==> src/rtl/bus_seq_pkg.sv <==
package bus_seq_pkg;
  typedef enum logic [2:0] {ST_IDLE, ST_T1, ST_T2, ST_T3, ST_T4} tstate_e;
  localparam int unsigned N_STRB = 4;
  // kind = {io, write}
  localparam logic [1:0] K_MEM_RD = 2'd0;
  localparam logic [1:0] K_MEM_WR = 2'd1;
  localparam logic [1:0] K_IO_RD  = 2'd2;
  localparam logic [1:0] K_IO_WR  = 2'd3;
endpackage

==> src/rtl/bus_seq_tstate.sv <==
module bus_seq_tstate
  import bus_seq_pkg::*;
(
  input  logic     clk_i,
  input  logic     rst_ni,
  input  logic     start_i,
  output tstate_e  state_o,
  output logic     ready_o,
  output logic     done_o
);
  tstate_e state_q, state_d;
  logic    done_q;

  always_comb begin
    state_d = state_q;
    unique case (state_q)
      ST_IDLE: if (start_i) state_d = ST_T1;
      ST_T1:   state_d = ST_T2;
      ST_T2:   state_d = ST_T3;
      ST_T3:   state_d = ST_T4;
      ST_T4:   state_d = ST_IDLE;
      default: state_d = ST_IDLE;
    endcase
  end

  always_ff @(posedge clk_i or negedge rst_ni) begin
    if (!rst_ni) begin
      state_q <= ST_IDLE;
      done_q  <= 1'b0;
    end else begin
      state_q <= state_d;
      done_q  <= (state_q == ST_T4);
    end
  end

  assign state_o = state_q;
  assign ready_o = (state_q == ST_IDLE);
  assign done_o  = done_q;


  start_to_t1_chk: assert property (@(posedge clk_i) disable iff (!rst_ni)
    (ready_o && start_i) |=> (state_q == ST_T1));

  done_single_chk: assert property (@(posedge clk_i) disable iff (!rst_ni)
    done_o |=> !done_o);
endmodule

==> src/rtl/bus_seq_strobe.sv <==
module bus_seq_strobe
  import bus_seq_pkg::*;
(
  input  logic              clk_i,
  input  logic              rst_ni,
  input  tstate_e           state_i,
  input  logic [1:0]        kind_i,
  output logic [N_STRB-1:0] strb_no
);
  logic active;
  assign active = (state_i == ST_T2) || (state_i == ST_T3);

  for (genvar g = 0; g < N_STRB; g++) begin : g_strb
    assign strb_no[g] = !(active && (kind_i == 2'(g)));
  end


  strb_onehot_chk: assert property (@(posedge clk_i) disable iff (!rst_ni)
    $onehot0(~strb_no));

  strb_hold_chk: assert property (@(posedge clk_i) disable iff (!rst_ni)
    (state_i == ST_T2) |=> $stable(strb_no));
endmodule

==> src/rtl/bus_seq_dpath.sv <==
module bus_seq_dpath
  import bus_seq_pkg::*;
#(
  parameter int unsigned ADDR_W = 20,
  parameter int unsigned DATA_W = 8
) (
  input  logic              clk_i,
  input  logic              rst_ni,
  input  logic              load_i,
  input  logic [ADDR_W-1:0] req_addr_i,
  input  logic [DATA_W-1:0] req_wdata_i,
  input  logic [1:0]        req_kind_i,
  input  tstate_e           state_i,
  input  logic [DATA_W-1:0] data_i,
  output logic [1:0]        kind_o,
  output logic [ADDR_W-1:0] addr_o,
  output logic [DATA_W-1:0] data_o,
  output logic              data_oe_o,
  output logic [DATA_W-1:0] rdata_o
);
  logic [ADDR_W-1:0] addr_q;
  logic [DATA_W-1:0] wdata_q, rdata_q;
  logic [1:0]        kind_q;
  logic              is_wr;

  assign is_wr = kind_q[0];

  always_ff @(posedge clk_i or negedge rst_ni) begin
    if (!rst_ni) begin
      addr_q  <= '0;
      wdata_q <= '0;
      kind_q  <= K_MEM_RD;
      rdata_q <= '0;
    end else begin
      if (load_i) begin
        addr_q  <= req_addr_i;
        wdata_q <= req_wdata_i;
        kind_q  <= req_kind_i;
      end
      // read strobe rises on this edge
      if (state_i == ST_T3 && !is_wr) rdata_q <= data_i;
    end
  end

  assign kind_o    = kind_q;
  assign addr_o    = addr_q;
  assign data_oe_o = is_wr && (state_i == ST_T2 || state_i == ST_T3);
  assign data_o    = wdata_q;
  assign rdata_o   = rdata_q;


  addr_hold_chk: assert property (@(posedge clk_i) disable iff (!rst_ni)
    (state_i == ST_T2 || state_i == ST_T3 || state_i == ST_T4) |-> $stable(addr_o));

  rdata_when_chk: assert property (@(posedge clk_i) disable iff (!rst_ni)
    (state_i != ST_T3) |=> $stable(rdata_o));
endmodule

==> src/rtl/bus_cycle_seq.sv <==
module bus_cycle_seq
  import bus_seq_pkg::*;
#(
  parameter int unsigned ADDR_W = 20,
  parameter int unsigned DATA_W = 8
) (
  input  logic              clk_i,
  input  logic              rst_ni,
  input  logic              req_valid_i,
  output logic              req_ready_o,
  input  logic              req_write_i,
  input  logic              req_io_i,
  input  logic [ADDR_W-1:0] req_addr_i,
  input  logic [DATA_W-1:0] req_wdata_i,
  output logic              done_o,
  output logic [DATA_W-1:0] rdata_o,
  output logic [ADDR_W-1:0] addr_o,
  output logic              addr_vld_o,
  output logic [DATA_W-1:0] data_o,
  output logic              data_oe_o,
  input  logic [DATA_W-1:0] data_i,
  output logic              mem_rd_no,
  output logic              mem_wr_no,
  output logic              io_rd_no,
  output logic              io_wr_no
);
  tstate_e           state;
  logic              ready, start;
  logic [1:0]        kind;
  logic [N_STRB-1:0] strb_n;

  assign start = req_valid_i && ready;

  bus_seq_tstate i_tstate (
    .clk_i   (clk_i),
    .rst_ni  (rst_ni),
    .start_i (start),
    .state_o (state),
    .ready_o (ready),
    .done_o  (done_o)
  );

  bus_seq_dpath #(.ADDR_W(ADDR_W), .DATA_W(DATA_W)) i_dpath (
    .clk_i       (clk_i),
    .rst_ni      (rst_ni),
    .load_i      (start),
    .req_addr_i  (req_addr_i),
    .req_wdata_i (req_wdata_i),
    .req_kind_i  ({req_io_i, req_write_i}),
    .state_i     (state),
    .data_i      (data_i),
    .kind_o      (kind),
    .addr_o      (addr_o),
    .data_o      (data_o),
    .data_oe_o   (data_oe_o),
    .rdata_o     (rdata_o)
  );

  bus_seq_strobe i_strobe (
    .clk_i   (clk_i),
    .rst_ni  (rst_ni),
    .state_i (state),
    .kind_i  (kind),
    .strb_no (strb_n)
  );

  assign req_ready_o = ready;
  assign addr_vld_o  = (state == ST_T1);
  assign mem_rd_no   = strb_n[K_MEM_RD];
  assign mem_wr_no   = strb_n[K_MEM_WR];
  assign io_rd_no    = strb_n[K_IO_RD];
  assign io_wr_no    = strb_n[K_IO_WR];


  accept_vld_chk: assert property (@(posedge clk_i) disable iff (!rst_ni)
    (req_valid_i && req_ready_o) |=> (addr_vld_o && !req_ready_o));

  oe_with_wr_chk: assert property (@(posedge clk_i) disable iff (!rst_ni)
    data_oe_o |-> (!mem_wr_no || !io_wr_no));

  vld_no_strb_chk: assert property (@(posedge clk_i) disable iff (!rst_ni)
    addr_vld_o |-> (mem_rd_no && mem_wr_no && io_rd_no && io_wr_no));

  done_after_strb_chk: assert property (@(posedge clk_i) disable iff (!rst_ni)
    done_o |-> (req_ready_o && mem_rd_no && mem_wr_no && io_rd_no && io_wr_no));
endmodule

==> config.mk <==
export PLATFORM = sky130hd
export DESIGN_NAME = bus_cycle_seq
export DESIGN_NICKNAME = d
export VERILOG_FILES = /design/src/rtl/bus_seq_pkg.sv /design/src/rtl/bus_seq_tstate.sv /design/src/rtl/bus_seq_strobe.sv /design/src/rtl/bus_seq_dpath.sv /design/src/rtl/bus_cycle_seq.sv
export SDC_FILE = /design/constraint.sdc
export NUM_CORES = 1
export LEC_CHECK = 0
export BUFFER_PORTS_ARGS = -buffer_cell sky130_fd_sc_hd__buf_2
export CAP_MARGIN = 20
export CORE_ASPECT_RATIO = 1.2
export CORE_MARGIN = 3
export CORE_UTILIZATION = 30
export DETAILED_ROUTE_END_ITERATION = 8
export PLACE_DENSITY_LB_ADDON = 0.08
export SKIP_LAST_GASP = 1
export SLEW_MARGIN = 20
export SYNTH_ARGS = -nofsm -noshare
export SYNTH_HDL_FRONTEND = slang
export SYNTH_SLANG_ARGS = --single-unit
==> constraint.sdc <==
create_clock -name clk_i -period 3.17 [get_ports clk_i]
set_clock_uncertainty 0.1 [all_clocks]
set_input_delay 0.317 -clock clk_i [delete_from_list [all_inputs] [get_ports clk_i]]
set_output_delay 0.317 -clock clk_i [all_outputs]
set_load 0.03 [all_outputs]
==> out/metrics.json, run 1 <==
{
  "drt_pass1_iterations": {"value": 4},
  "synth_seq_cells": {"value": 42},
  "routed.top_layer": {"value": "met4"},
  "postSynthNetCount": {"value": 144},
  "hold_viol": {"value": 0},
  "routabilityCongestion": {"value": 0.635},
  "crit_path_cell_trace": {"value": "nor3b_1, nand2b_1, buf_2"},
  "synth_cells": {"value": 103},
  "worst_hold_path_type": {"value": "in -> async"},
  "drive_gt1_share": {"value": 67.9, "unit": "%"},
  "rsz0062_at_grt": {"value": "no"},
  "port_buffers": {"value": 84},
  "start_util": {"value": 31.1, "unit": "%"},
  "period_needed": {"value": 1.85, "unit": "ns"},
  "synth-adder-area-share": {"value": 0, "unit": "%"},
  "p_per_area": {"value": 1210, "unit": "mW/mm^2"},
  "tritoncts": {"value": "done"},
  "setup_violations": {"value": 0},
  "finalMaxSlewViolations": {"value": 0},
  "vias_per_cell": {"value": 4.45},
  "insertedDiodeCount": {"value": 0},
  "num_vias": {"value": 1121},
  "antenna_violating_nets_post_route": {"value": 0},
  "die_area": {"value": 0.00646, "unit": "mm^2"},
  "critPathArrivalTime": {"value": 1.43, "unit": "ns"},
  "sum_of_met2_wire_segment_lengths_after_detailed_routing": {"value": 1.75, "unit": "mm"},
  "seq_total_area_yosys": {"value": 63.3, "unit": "%"},
  "setup_tns": {"value": 0, "unit": "ns"},
  "clkSinkCount": {"value": 42},
  "worstPathMaxFanout": {"value": 10},
  "syn_avg_cell_area": {"value": 16.1, "unit": "um^2"},
  "area_share_of_xor_xnor_cells_in_the_synthesized_design": {"value": 0.528, "unit": "%"},
  "cp-start-kind": {"value": "flip-flop"},
  "synth-warning-count": {"value": 0},
  "synth_cell_types": {"value": 14},
  "max-slew-margin-rel": {"value": 39.6, "unit": "%"},
  "hold-worst-slack": {"value": 0.0591, "unit": "ns"},
  "die_height": {"value": 87.5, "unit": "um"},
  "result_of_the_run": {"value": "completed"},
  "post-cts-setup-buffer-count": {"value": 0},
  "post_dr_wirelength_cell": {"value": 13.6, "unit": "um"},
  "m1WireLength": {"value": 1.30, "unit": "mm"},
  "worst_setup_hold_path_clk_slew": {"value": 0.07, "unit": "ns"},
  "worstSkewPairLatency": {"value": 0.28, "unit": "ns"},
  "post-route-drc-count": {"value": 0},
  "initial_antenna_violation_count": {"value": 0},
  "row_count": {"value": 29},
  "die_w": {"value": 73.9, "unit": "um"},
  "synth_compound_area_share": {"value": 0, "unit": "%"},
  "design.core.area": {"value": 0.00533, "unit": "mm^2"},
  "critPathMaxStageDelay": {"value": 0.55, "unit": "ns"},
  "dpl.hpwl": {"value": 2.59, "unit": "mm"},
  "post_synth_mux_area_share": {"value": 25.8, "unit": "%"},
  "required": {"value": 2.75, "unit": "ns"},
  "gr-usage-all-layers": {"value": 11.1, "unit": "%"},
  "detail_route.iter0.violations": {"value": 40},
  "nNetsFinal": {"value": 231},
  "yosys.area_share.simple": {"value": 6.71, "unit": "%"},
  "clock_tree.root_cell": {"value": "sky130_fd_sc_hd__clkbuf_8"},
  "crit_type": {"value": "reg -> out"},
  "grt_start_max_net_pins": {"value": 43},
  "globalRouteOverflowTotal": {"value": 0},
  "io-pin-count": {"value": 85},
  "ir_worst_vdd": {"value": 0.422, "unit": "mV"},
  "cts_resized": {"value": 0},
  "tritoncts.num_buffers": {"value": 5},
  "htreeDepth": {"value": 2},
  "ctsHoldBuffers": {"value": 0},
  "cts-root-to-sink-buffers": {"value": 2},
  "worst-slew-pin-transition": {"value": 0.906, "unit": "ns"},
  "static-leakage-power": {"value": 0.00107, "unit": "uW"},
  "multi_input_comb_area": {"value": 548, "unit": "um^2"},
  "ff2ff_setup_slack": {"value": 1.44, "unit": "ns"},
  "crit_path_end_kind": {"value": "output port"},
  "timing.final.crit_share": {"value": 58.2, "unit": "%"},
  "area_growth": {"value": 32.4, "unit": "%"},
  "drv_cap": {"value": 0},
  "n_fill_cell": {"value": 506},
  "grt_first_pass_wirelength": {"value": 5.37, "unit": "mm"},
  "routed_wl": {"value": 3.43, "unit": "mm"},
  "met3_wirelength": {"value": 351, "unit": "um"},
  "first_global_vias": {"value": 1129},
  "final-seq-area": {"value": 0.00105, "unit": "mm^2"},
  "synthesis.area": {"value": 0.00166, "unit": "mm^2"},
  "dominant_combinational_cell_family_by_area_after_synthesis": {"value": "multiplexers"},
  "worst_path_max_delay_cell": {"value": "sky130_fd_sc_hd__dfrtp_1"},
  "maxClockFrequency": {"value": 542, "unit": "MHz"}
}
## synth_stat cells, drive strengths merged
cell type	count	area (um^2)
mux2	38	428
and3b	2	17.5
nand2	2	7.51
buf	7	60.1
dfrtp	42	1050
nor3b	3	22.5
nor2	2	7.51
nor3	2	10.0
nor4bb	1	10.0
nand2b	2	12.5
nor4b	1	23.8
xnor2	1	8.76
## critical path: cells and delay by family (launching register included)
kind	cells	cell delay, ns
and+or+nand+nor	2	0.41
buffers and inverters	1	0.18
DFF	1	0.55
## cells in the final DEF, fill, tap and decap left out
cell type                   n
sky130_fd_sc_hd__and3b_1    2
sky130_fd_sc_hd__buf_2     84
sky130_fd_sc_hd__buf_4      3
sky130_fd_sc_hd__clkbuf_1   2
sky130_fd_sc_hd__clkbuf_8   5
sky130_fd_sc_hd__dfrtp_1   42
sky130_fd_sc_hd__mux2_1     2
sky130_fd_sc_hd__mux2_2    36
sky130_fd_sc_hd__nand2_1    2
sky130_fd_sc_hd__nand2b_1   2
sky130_fd_sc_hd__nor2_1     2
sky130_fd_sc_hd__nor3_1     2
sky130_fd_sc_hd__nor3b_1    3
sky130_fd_sc_hd__nor4b_4    1
sky130_fd_sc_hd__nor4bb_1   1
sky130_fd_sc_hd__xnor2_1    1
## metal layers
| layer | vias up | GRT usage, % |
|---|---|---|
| met5 | - | 0 |
| met4 | 0 | 4.94 |
| met3 | 2 | 4.39 |
| met2 | 53 | 18.1 |
| met1 | 537 | 12.7 |
| li1 | 529 | - |
## through the flow
| stage | cell area, um^2 | worst slack (ns) | total power (uW) | utilization, % | std cells |
|---|---|---|---|---|---|
| after floorplan | 1660 | 1.51 | 2000 | - | 103 |
| after global placement | 2120 | 1.52 | 2350 | 39.7 | 245 |
| after detailed placement | 2120 | 1.46 | 2380 | 39.7 | 245 |
| after CTS | 2200 | 1.32 | 2700 | 41.2 | 252 |
| after global routing | 2200 | 1.23 | 2830 | 41.2 | 252 |
| final | 2200 | 1.32 | 2660 | 41.2 | 252 |
## state kept, by name, summed over array words and instances, names as in the netlist
| signal | cells |
|---|---|
| i_dpath.rdata_o | 8 |
| i_tstate.done_o | 1 |
| i_dpath.addr_o | 20 |
| i_dpath.kind_o | 2 |
| i_tstate.state_o | 3 |
| i_dpath.data_o | 8 |
## final timing paths
check                                           startpoint                        endpoint  cells past startpoint
max                        i_tstate.state_o[1]$_DFFE_PN0P_                       mem_rd_no                      3
min                                                 rst_ni   i_dpath.data_o[4]$_DFFE_PN0P_                      1
max reg2reg                i_tstate.state_o[1]$_DFFE_PN0P_  i_dpath.rdata_o[6]$_DFFE_PN0P_                      3
min reg2reg                  i_dpath.data_o[4]$_DFFE_PN0P_   i_dpath.data_o[4]$_DFFE_PN0P_                      1
max in group asynchronous                           rst_ni  i_dpath.addr_o[14]$_DFFE_PN0P_                      1
min in group clk_i                          req_addr_i[16]  i_dpath.addr_o[16]$_DFFE_PN0P_                      2
## report_power, final
| group | internal [uW] | switching [uW] | leakage (uW) |
|---|---|---|---|
| registers | 808 | 173 | 0.000501 |
| clock network | 152 | 159 | 0.0000383 |
| logic | 522 | 843 | 0.000533 |
| total | 1480 | 1180 | 0.00107 |
## logic make-up after synthesis
kind of cell | after synthesis
buffers and inverters | 7
flip-flops | 42
AND/OR/NAND/NOR | 15
XOR/XNOR | 1
multiplexers | 38
## layout make-up
cell class	instances	area share, %
sequential	42	47.9
tap	62	3.53
clock buffer	7	3.48
multi-input combinational	54	25.0
timing repair buffer	87	20.2
Power figures use the tool's default switching activity.
==> run 2, diff against run 1 <==
==> constraint.sdc (replaced) <==
create_clock -name clk_i -period 1.8 [get_ports clk_i]
set_clock_uncertainty 0.1 [all_clocks]
set_input_delay 0.18 -clock clk_i [delete_from_list [all_inputs] [get_ports clk_i]]
set_output_delay 0.18 -clock clk_i [all_outputs]
set_load 0.03 [all_outputs]
==> out/metrics.json, run 2 (same netlist as run 1, synthesis figures left out) <==
{
  "post-route-drc-count": {"value": 0},
  "tritoncts": {"value": "done"},
  "drive_gt1_share": {"value": 69.4, "unit": "%"},
  "cp_num_buf_inv": {"value": 1},
  "crit_path_end_kind": {"value": "flip-flop"},
  "post_dr_wirelength_cell": {"value": 13.7, "unit": "um"},
  "placed_cell_area": {"value": 0.00215, "unit": "mm^2"},
  "critPathMaxStageDelay": {"value": 0.50, "unit": "ns"},
  "layoutNonFillerInstCount": {"value": 258},
  "most_common_library_cell_in_the_layout_ignoring_fill_and_taps": {"value": "sky130_fd_sc_hd__buf_2"},
  "fraction_of_power_consumed_by_the_clock_network": {"value": 12.7, "unit": "%"},
  "antenna_violating_nets_post_route": {"value": 0},
  "worst_setup_hold_path_clk_slew": {"value": 0.08, "unit": "ns"},
  "hold_viol": {"value": 0},
  "grt_start_max_net_pins": {"value": 17},
  "timing.final.crit_share": {"value": 91.3, "unit": "%"},
  "first_global_vias": {"value": 1216},
  "path_depth": {"value": 3},
  "total_switching_power": {"value": 2100, "unit": "uW"},
  "p_per_area": {"value": 2120, "unit": "mW/mm^2"},
  "die_w": {"value": 73.9, "unit": "um"},
  "drt_pass1_iterations": {"value": 2},
  "period_needed": {"value": 1.64, "unit": "ns"},
  "clock_tree.root_cell": {"value": "sky130_fd_sc_hd__clkbuf_8"},
  "rsz0062_at_grt": {"value": "no"},
  "nNetsFinal": {"value": 236},
  "whs_path_depth": {"value": 2},
  "area_of_all_placed_cells_without_fillers": {"value": 0.00226, "unit": "mm^2"},
  "largest_register_ffs": {"value": 20},
  "power_switching_share": {"value": 43.8, "unit": "%"},
  "crit_path_cell_trace": {"value": "nor4bb_1, buf_4, mux2_2"},
  "drv_cap": {"value": 0},
  "area_growth": {"value": 36.0, "unit": "%"},
  "maxClockFrequency": {"value": 609, "unit": "MHz"},
  "crit_type": {"value": "reg -> reg"},
  "post-place-cells": {"value": 249},
  "cts-root-to-sink-buffers": {"value": 2},
  "placement.setup.worst_slack": {"value": 0.160, "unit": "ns"},
  "globalRouteOverflowTotal": {"value": 0},
  "clkSinkCount": {"value": 42},
  "layout_setup_ws": {"value": 0.157, "unit": "ns"},
  "detail_route.iter0.violations": {"value": 30},
  "row_count": {"value": 29},
  "finalMaxSlewViolations": {"value": 0},
  "num_vias": {"value": 1149},
  "vias_per_cell": {"value": 4.45},
  "start_util": {"value": 31.1, "unit": "%"},
  "initial_antenna_violation_count": {"value": 0},
  "ir_worst_vdd": {"value": 0.818, "unit": "mV"},
  "cp-start-kind": {"value": "flip-flop"},
  "cp_top_family": {"value": "flip-flops"},
  "gr-usage-all-layers": {"value": 11.5, "unit": "%"},
  "design.core.area": {"value": 0.00533, "unit": "mm^2"},
  "setup_tns": {"value": 0, "unit": "ns"},
  "routabilityCongestion": {"value": 0.745},
  "hold-worst-slack": {"value": 0.0142, "unit": "ns"},
  "worst_path_max_delay_cell": {"value": "sky130_fd_sc_hd__dfrtp_1"},
  "worst-slew-pin-transition": {"value": 0.338, "unit": "ns"},
  "die_area": {"value": 0.00646, "unit": "mm^2"},
  "static-leakage-power": {"value": 0.00111, "unit": "uW"},
  "post-cts-setup-buffer-count": {"value": 0},
  "worstSkewPairLatency": {"value": 0.28, "unit": "ns"},
  "max-slew-margin-rel": {"value": 77.5, "unit": "%"},
  "routed_wl": {"value": 3.53, "unit": "mm"},
  "critPathArrivalTime": {"value": 1.71, "unit": "ns"},
  "die_height": {"value": 87.5, "unit": "um"},
  "result_of_the_run": {"value": "completed"},
  "dpl.hpwl": {"value": 2.81, "unit": "mm"},
  "sequentialPowerShare": {"value": 35.4, "unit": "%"},
  "worst_hold_path_type": {"value": "in -> reg"},
  "htreeDepth": {"value": 2},
  "insertedDiodeCount": {"value": 0},
  "io-pin-count": {"value": 85},
  "port_buffers": {"value": 84},
  "setup_violations": {"value": 0},
  "required": {"value": 1.87, "unit": "ns"},
  "worstRegToRegCells": {"value": 3},
  "commonest_cells_after_routing_fill_and_taps_aside": {"value": "sky130_fd_sc_hd__buf_2 (84), sky130_fd_sc_hd__dfrtp_1 (42), sky130_fd_sc_hd__mux2_2 (36)"},
  "worstPathMaxFanout": {"value": 10},
  "cellInternalPower": {"value": 2690, "unit": "uW"},
  "p_comb_share": {"value": 51.9, "unit": "%"},
  "grt_first_pass_wirelength": {"value": 5.64, "unit": "mm"},
  "tritoncts.num_buffers": {"value": 5}
}
## run 2: cell types whose count changed in the layout (fill, tap and decap cells not counted)
cell and delta:
sky130_fd_sc_hd__buf_4 +4, sky130_fd_sc_hd__clkbuf_1 -1, sky130_fd_sc_hd__clkbuf_8 +1, sky130_fd_sc_hd__clkinv_2 +1
sky130_fd_sc_hd__dlygate4sd3_1 +1, sky130_fd_sc_hd__nor3b_1 -1, sky130_fd_sc_hd__nor3b_2 +1
## run 2: layer usage
layer | global-route usage, % | vias to the layer above | part of all wire [%]
li1 | - | 538 | -
met1 | 13.5 | 561 | 37
met2 | 19.3 | 48 | 53
met3 | 3.70 | 2 | 8.8
met4 | 4.45 | 0 | 0.82
met5 | 0 | - | 0
## run 2: path summary, 6_finish.rpt
| kind | start | to | slack [ns] |
|---|---|---|---|
| worst max-delay path | i_tstate.state_o[2]$_DFFE_PN0P_ | i_dpath.rdata_o[6]$_DFFE_PN0P_ | 0.16 |
| worst min-delay path | req_addr_i[16] | i_dpath.addr_o[16]$_DFFE_PN0P_ | 0.01 |
| worst max register to register | i_tstate.state_o[2]$_DFFE_PN0P_ | i_dpath.rdata_o[6]$_DFFE_PN0P_ | 0.16 |
| worst min register to register | i_dpath.addr_o[16]$_DFFE_PN0P_ | i_dpath.addr_o[16]$_DFFE_PN0P_ | 0.39 |
| max in group asynchronous | rst_ni | i_dpath.addr_o[13]$_DFFE_PN0P_ | 0.85 |
| min in group asynchronous | rst_ni | i_dpath.addr_o[1]$_DFFE_PN0P_ | 0.22 |
## run 2: repair_timing
item,4_1_cts,5_1_grt
hold buffers,1,0
endpoints found under the hold margin,13,0
endpoints found under the setup margin,0,2
resized for setup,0,1
## run 2: final cells by class
type / count / area (um^2)
Fill cell: 511 / 3080
Sequential cell: 42 / 1050
Multi-Input combinational cell: 54 / 553
Timing Repair Buffer: 92 / 483
Clock buffer: 7 / 86.3
Tap cell: 62 / 77.6
Clock inverter: 1 / 5.00
## run 2: worst reg2reg max path, stage by stage (launching register included)
cell                       delay (ns)
sky130_fd_sc_hd__dfrtp_1         0.50
sky130_fd_sc_hd__nor4bb_1        0.36
sky130_fd_sc_hd__buf_4           0.23
sky130_fd_sc_hd__mux2_2          0.34
## run 2: power by group through the flow
stage / Combinational, uW / Sequential [uW] / Clock [uW]
finish: 2480 / 1700 / 608
global route: 2640 / 1770 / 680
CTS: 2520 / 1710 / 647
detailed placement: 2520 / 1720 / 0
global placement: 2480 / 1700 / 0
floorplan: 1020 / 2500 / 0
## run 2: metrics by stage
| step | total power, uW | utilization (%) |
|---|---|---|
| 4_1_cts | 4870 | 42.2 |
| 2_1_floorplan | 3520 | - |
| 3_3_place_gp | 4170 | 40.3 |
| 3_5_place_dp | 4240 | 40.3 |
| 6_report | 4790 | 42.3 |
| 5_1_grt | 5090 | 42.3 |
==> run 3, diff against run 2 <==
--- a/config.mk
+++ b/config.mk
@@ -8,7 +8,7 @@
 export BUFFER_PORTS_ARGS = -buffer_cell sky130_fd_sc_hd__buf_2
 export CAP_MARGIN = 20
 export CORE_ASPECT_RATIO = 1.2
-export CORE_MARGIN = 3
+export CORE_MARGIN = 10
 export CORE_UTILIZATION = 30
 export DETAILED_ROUTE_END_ITERATION = 8
 export PLACE_DENSITY_LB_ADDON = 0.08
==> constraint.sdc (replaced) <==
create_clock -name clk_i -period 1.8 [get_ports clk_i]
set_clock_uncertainty 0.1 [all_clocks]
set_input_delay 0.09 -clock clk_i [delete_from_list [all_inputs] [get_ports clk_i]]
set_output_delay 0.09 -clock clk_i [all_outputs]
set_load 0.03 [all_outputs]
==> out/metrics.json, run 3 (same netlist as run 1, synthesis figures left out) <==
{
  "n_fill_cell": {"value": 488},
  "hold_viol": {"value": 0},
  "finalMaxSlewViolations": {"value": 0},
  "setup_violations": {"value": 0},
  "port_buffers": {"value": 84},
  "num_vias": {"value": 1298},
  "first_global_vias": {"value": 1505},
  "critical_path.startpoint": {"value": "i_tstate.state_o[2]$_DFFE_PN0P_"},
  "crit_path_cell_trace": {"value": "nor4b_4, buf_4, mux2_2"},
  "post-place-cells": {"value": 248},
  "critPathMaxStageDelay": {"value": 0.49, "unit": "ns"},
  "start_util": {"value": 31.1, "unit": "%"},
  "max-slew-margin-rel": {"value": 58.3, "unit": "%"},
  "worst-slew-pin-transition": {"value": 0.626, "unit": "ns"},
  "crit_path_end_kind": {"value": "flip-flop"},
  "cp_num_buf_inv": {"value": 1},
  "grt_start_max_net_pins": {"value": 29},
  "period_needed": {"value": 1.64, "unit": "ns"},
  "drv_cap": {"value": 0},
  "layoutNonFillerInstCount": {"value": 295},
  "result_of_the_run": {"value": "completed"},
  "die_height": {"value": 101, "unit": "um"},
  "routed_wl": {"value": 4.38, "unit": "mm"},
  "post-route-drc-count": {"value": 0},
  "worst_path_max_delay_cell": {"value": "sky130_fd_sc_hd__dfrtp_1"},
  "nNetsFinal": {"value": 274},
  "commonest_cells_after_routing_fill_and_taps_aside": {"value": "sky130_fd_sc_hd__buf_2 (84), sky130_fd_sc_hd__dfrtp_1 (42), sky130_fd_sc_hd__dlygate4sd3_1 (40)"},
  "routabilityCongestion": {"value": 0.721},
  "cp_top_family": {"value": "flip-flops"},
  "row_count": {"value": 29},
  "worst_hold_path_type": {"value": "in -> async"},
  "worst_setup_hold_path_clk_slew": {"value": 0.07, "unit": "ns"},
  "detail_route.iter0.violations": {"value": 18},
  "r2r_start": {"value": "i_tstate.state_o[2]$_DFFE_PN0P_"},
  "insertedDiodeCount": {"value": 0},
  "die_w": {"value": 87.9, "unit": "um"},
  "tritoncts": {"value": "done"},
  "htreeDepth": {"value": 2},
  "cp-start-kind": {"value": "flip-flop"},
  "crit_type": {"value": "reg -> reg"},
  "worstSkewPairLatency": {"value": 0.28, "unit": "ns"},
  "gr-usage-all-layers": {"value": 10.4, "unit": "%"},
  "antenna_violating_nets_post_route": {"value": 0},
  "critPathArrivalTime": {"value": 1.71, "unit": "ns"},
  "design.core.area": {"value": 0.00533, "unit": "mm^2"},
  "setup_tns": {"value": 0, "unit": "ns"},
  "clock_tree.root_cell": {"value": "sky130_fd_sc_hd__clkbuf_8"},
  "largest_register_ffs": {"value": 20},
  "worstPathMaxFanout": {"value": 10},
  "ir_worst_vdd": {"value": 0.661, "unit": "mV"},
  "drive_gt1_share": {"value": 56.7, "unit": "%"},
  "die_area": {"value": 0.00892, "unit": "mm^2"},
  "clkSinkCount": {"value": 42},
  "rsz0062_at_grt": {"value": "no"},
  "area_growth": {"value": 58.6, "unit": "%"},
  "vias_per_cell": {"value": 4.40},
  "cts-root-to-sink-buffers": {"value": 2},
  "required": {"value": 1.87, "unit": "ns"},
  "initial_antenna_violation_count": {"value": 0},
  "drt_pass1_iterations": {"value": 2},
  "timing.final.crit_share": {"value": 91.3, "unit": "%"},
  "io-pin-count": {"value": 85},
  "globalRouteOverflowTotal": {"value": 0},
  "most_common_library_cell_in_the_layout_ignoring_fill_and_taps": {"value": "sky130_fd_sc_hd__buf_2"},
  "maxClockFrequency": {"value": 608, "unit": "MHz"},
  "grt_first_pass_wirelength": {"value": 7.37, "unit": "mm"},
  "tritoncts.num_buffers": {"value": 5},
  "p_per_area": {"value": 1840, "unit": "mW/mm^2"},
  "static-leakage-power": {"value": 0.00126, "unit": "uW"},
  "post_dr_wirelength_cell": {"value": 14.8, "unit": "um"}
}
==> run 3: cell count changes in the layout (fill, tap and decap cells not counted), sizes merged <==
cell	delta
dlygate4sd3	+39
buf	-1
clkinv	-1
==> run 3: where the power goes <==
part / leakage [uW] / internal, uW / switching (uW)
combinational: 0.000718 / 1020 / 1580
sequential: 0.000501 / 1420 / 258
clock: 0.0000383 / 267 / 287
total: 0.00126 / 2710 / 2130
==> run 3: worst paths after layout <==
check | to | slack [ns] | cells past startpoint
max | i_dpath.kind_o[1]$_DFFE_PN0P_ | 0.16 | 3
min in group clk_i | i_dpath.addr_o[16]$_DFFE_PN0P_ | 0.38 | 1
min reg2reg | i_dpath.addr_o[16]$_DFFE_PN0P_ | 0.38 | 1
max in group asynchronous | i_dpath.data_o[6]$_DFFE_PN0P_ | 0.71 | 3
max reg2reg | i_dpath.kind_o[1]$_DFFE_PN0P_ | 0.16 | 3
min | i_dpath.data_o[4]$_DFFE_PN0P_ | 0.26 | 2
==> run 3: area by class of cell <==
type	count	area, um^2	share of cell area, %
flip-flops and latches	42	1050	39.9
multi-input cells	54	548	20.8
well taps	62	77.6	2.95
clock buffers	7	76.3	2.90
repair buffers	130	878	33.4
==> run 3: layer usage <==
layer / share of wire [%] / GRT usage, % / vias up / wire length [um]
li1: - / - / 614 / -
met1: 37 / 10.9 / 629 / 1640
met2: 52 / 17.7 / 49 / 2280
met3: 9.4 / 4.66 / 6 / 412
met4: 0.98 / 4.18 / 0 / 43
met5: 0 / 0 / - / 0
==> run 3: timing repair <==
| action | 4_1_cts | 5_1_grt |
|---|---|---|
| gates resized for setup | 0 | 0 |
| hold buffers | 40 | 0 |
| setup endpoints to repair | 0 | 0 |
| setup buffers | 0 | 0 |
| hold endpoints to repair | 66 | 0 |
==> run 3: per-stage QoR <==
stage          total power, uW  utilization [%]  instance area [um^2]  hold WS, ns  setup slack, ns
6_report                  4840             49.3                  2630        0.258            0.157
4_1_cts                   4930             49.3                  2630        0.290            0.134
3_5_place_dp              4290             40.4                  2150       0.0620            0.168
5_1_grt                   5160             49.3                  2630        0.324           0.0578
2_1_floorplan             3520                -                  1660       -0.306            0.230
3_3_place_gp              4230             40.4                  2150       0.0440            0.210
